<file path="src/rtl/bus_lane_adapter.sv">
module bus_lane_adapter #(
  parameter int SEG_W  = 16,
  parameter int TGT_W  = 64,
  parameter int ADDR_W = 26,
  parameter int CMD_W  = 3
) (
  input  logic                 s_req,
  input  logic [ADDR_W-1:0]    s_addr,
  input  logic [SEG_W/8-1:0]   s_nbe,
  input  logic [CMD_W-1:0]     s_cmd,
  input  logic [SEG_W-1:0]     s_wdata,
  output logic                 s_ack,
  output logic [SEG_W-1:0]     s_rdata,
  output logic                 t_req,
  output logic [ADDR_W-1:0]    t_addr,
  output logic [TGT_W/8-1:0]   t_nbe,
  output logic [CMD_W-1:0]     t_cmd,
  output logic [TGT_W-1:0]     t_wdata,
  input  logic                 t_ack,
  input  logic [TGT_W-1:0]     t_rdata
);
  localparam int SEG_B   = SEG_W / 8;
  localparam int LANES   = TGT_W / SEG_W;
  localparam int SEL_W   = $clog2(LANES);
  localparam int SEL_LSB = $clog2(SEG_B);

  logic [SEL_W-1:0] lane;
  assign lane = s_addr[SEL_LSB +: SEL_W];

  assign t_req  = s_req;
  assign t_cmd  = s_cmd;
  assign t_addr = s_addr;
  assign s_ack  = t_ack;

  for (genvar g = 0; g < LANES; g++) begin : g_lane
    assign t_nbe[g*SEG_B +: SEG_B]   = (lane == SEL_W'(g)) ? s_nbe : '1;
    assign t_wdata[g*SEG_W +: SEG_W] = s_wdata;
  end

  always_comb s_rdata = t_rdata[lane*SEG_W +: SEG_W];

  always_comb begin
    assert_enable_count_R1: assert ($countones(~t_nbe) == $countones(~s_nbe))
      else $error("R1: target enables active %0d, segment %0d", $countones(~t_nbe), $countones(~s_nbe));
    assert_blocked_stays_blocked_R8: assert (!(&s_nbe) || (&t_nbe))
      else $error("R8: blocked transfer enabled a target byte");
    assert_top_lane_copy_R3: assert (t_wdata[TGT_W-1 -: SEG_W] == s_wdata)
      else $error("R3: top lane write data differs");
    assert_ack_return_R6: assert (s_ack == t_ack)
      else $error("R6: acknowledge not returned");
    assert_addr_pass_R5: assert (t_addr == s_addr)
      else $error("R5: address altered");
  end
endmodule

</file>
<file path="config.mk">
export PLATFORM = sky130hd
export DESIGN_NAME = bus_lane_adapter
export DESIGN_NICKNAME = d
export VERILOG_FILES = /design/src/rtl/bus_lane_adapter.sv
export SDC_FILE = /design/constraint.sdc
export NUM_CORES = 1
export LEC_CHECK = 0
export ABC_CLOCK_PERIOD_IN_PS = 1200
export BUFFER_PORTS_ARGS = -buffer_cell sky130_fd_sc_hd__buf_2
export CORE_AREA = 2 2 90 92
export DETAILED_ROUTE_END_ITERATION = 8
export DIE_AREA = 0 0 92 94
export PLACE_DENSITY = 0.64
export SYNTH_ARGS = -nofsm -noshare
export SYNTH_HDL_FRONTEND = slang
export SYNTH_SLANG_ARGS = --single-unit
</file>
<file path="constraint.sdc">
create_clock -name vclk -period 1.2
set_input_delay 0.24 -clock vclk [all_inputs]
set_output_delay 0.24 -clock vclk [all_outputs]
set_load 0.005 [all_outputs]
</file>
==> flow_summary.json <==
{
  "power.density_nw_per_um2": 335,
  "seq_power_share_pct": 0,
  "ios": 232,
  "status": "finished, violations left",
  "maxSlewHeadroom_pct": 92.0,
  "placed_area_um2": 1090,
  "finalHoldViolations": 0,
  "hold_depth": 0,
  "setup_violations": 20,
  "core_area_um2": 7610,
  "grtUsageMet3_pct": 1.69,
  "wirelength_um": 3310,
  "synth_top_family_by_area": "buffers and inverters",
  "fin_crit_ns": 1.36,
  "ir_drop_v": 0.000124,
  "cpPeakStageDelay_ns": 0.51,
  "violations": "setup timing",
  "netlist_area_um2": 1200,
  "rsz0062_at_grt": "yes",
  "cp_num_cells": 4,
  "slew_viol_final": 0,
  "fin_area_um2": 1200,
  "die_h_um": 94,
  "synth_mux_area_share_pct": 31.0,
  "final-instance-count-excl-fill": 231,
  "start_util_pct": 15.8,
  "clkbuf_count": 0,
  "path_cells": "buf_12, buf_12, mux4_2, buf_2",
  "dr.pass1.iters": 4,
  "gr-total-overflow": 0,
  "p_comb_share_pct": 100.0,
  "max-cap-violations": 0,
  "num_rows": 32,
  "final_util_pct": 15.8,
  "use_met1_pct": 7.72,
  "detail_route.vias_per_cell": 3.54,
  "via_count": 817,
  "antenna_cells": 0,
  "dp.cells": 225,
  "grt_util_met2_pct": 11.1,
  "layout-drive-gt1-share_pct": 96.9,
  "drtIter0Drc": 14,
  "synth_compound_area_share_pct": 0,
  "synth_xor_area_share_pct": 0,
  "setup.worst_path.start": "s_addr[1]",
  "grt_pass1_vias": 854,
  "endpoint": "s_rdata[4]",
  "mostFrequentLayoutCells": "buf_2 (88), mux4_2 (16), buf_4 (8)",
  "finalSetupTns_ns": -2.26,
  "die_area_um2": 8650,
  "synthToLayoutAreaGrowth_pct": 0.417,
  "cts_hold_buf": 0,
  "synthAdderAreaFrac_pct": 0,
  "cpLargestDelayFamily": "multiplexers",
  "max_freq_mhz": 736,
  "layout_setup_ws_ns": -0.159,
  "drc": 0,
  "dieWidth_um": 92,
  "syn_nets": 237,
  "grt_pass1_wl_um": 4700,
  "cp.required_ns": 0.96,
  "power_frac_clock_pct": 0,
  "crit_type": "input pin to output port",
  "grt_usage_pct": 6.78,
  "cp_max_fo": 6,
  "intPower_mw": 0.270,
  "hp-start": "s_addr[13]",
  "final_common_cell": "buf_2",
  "dp_hpwl_um": 2810,
  "synth-simple-area-share_pct": 5.21,
  "design.seq.count": 0,
  "nNetsFinal": 244,
  "grt_busiest_layer": "met2",
  "cp-start-kind": "input pin",
  "synth_cell_types": 9,
  "yosys_warnings": 0,
  "netlist_instances": 124,
  "cp_common_cell": "buf_12",
  "yosysSeqAreaShare_pct": 0,
  "synth.avg_cell_area_um2": 9.68,
  "slowest_stage": "mux4_2",
  "worstPathArrival_ns": 1.12,
  "p_switching_mw": 0.134,
  "period_share_pct": 113,
  "hold_path.class": "input pin to output port",
  "wl_per_cell_um": 14.3,
  "worst-path-buf-inv": 3,
  "antenna_found_initial": 0,
  "globalplace.congestion": 0.782,
  "power_mw": 0.404,
  "drt.antenna.violating_nets": 0,
  "leakagePower_nw": 0.570,
  "grt_max_degree": 13,
  "crit_path_end_kind": "output port",
  "port_buffers": 94,
  "swShare_pct": 33.1,
  "seq_area_um2": 0,
  "tightestPinTransition_ns": 0.120
}
-- repair_timing --
| item | 4_1_cts | 5_1_grt |
|---|---|---|
| gates cloned | 1 | 0 |
| gates resized for setup | 15 | 3 |
| setup endpoints to repair | 22 | 22 |
| buffers inserted | 4 | 1 |
| pin swaps | 4 | 0 |
-- layout make-up --
class                      instances  area (um2)
tap                              102         128
multi-input combinational         24         433
timing repair buffer             105         644
fill                             880        6400
-- Yosys cell counts --
cell type | instances | area share [%]
buf_4 | 95 | 59
mux4_2 | 13 | 24
or3b_2 | 4 | 2.9
mux4_1 | 3 | 6.6
buf_2 | 2 | 0.83
buf_6 | 2 | 1.9
nand3b_1 | 2 | 1.3
or3_1 | 2 | 1.0
buf_12 | 1 | 1.7
-- layer usage --
layer / vias up / part of all wire (%) / routed length (um)
met5: - / 0 / 0
met1: 363 / 32 / 1060
met3: 34 / 13 / 430
li1: 339 / - / -
met4: 0 / 6.7 / 221
met2: 81 / 48 / 1600
-- how the worst min path moves through the flow --
stage | to | slack [ns]
final | t_addr[13] | 0.48
after global routing | t_addr[13] | 0.48
after CTS | s_ack | 0.48
after detailed placement | s_ack | 0.48
after global placement | s_ack | 0.48
after floorplan | s_ack | 0.56
-- power groups by stage --
stage	sequential (mW)	clock, mW	combinational (mW)
CTS	0	0	0.397
floorplan	0	0	0.416
finish	0	0	0.404
global placement	0	0	0.349
global route	0	0	0.436
detailed placement	0	0	0.353
-- logic make-up after synthesis --
kind of cell | after synthesis
buf+inv | 100
mux | 16
simple gates | 8
-- per-stage QoR --
step | setup slack [ns] | hold WS (ns)
finish | -0.159 | 0.480
global route | -0.193 | 0.480
CTS | -0.172 | 0.480
detailed placement | -0.300 | 0.480
global placement | -0.264 | 0.480
floorplan | -0.00926 | 0.561
Note: power is estimated with default switching activity, not from simulation.
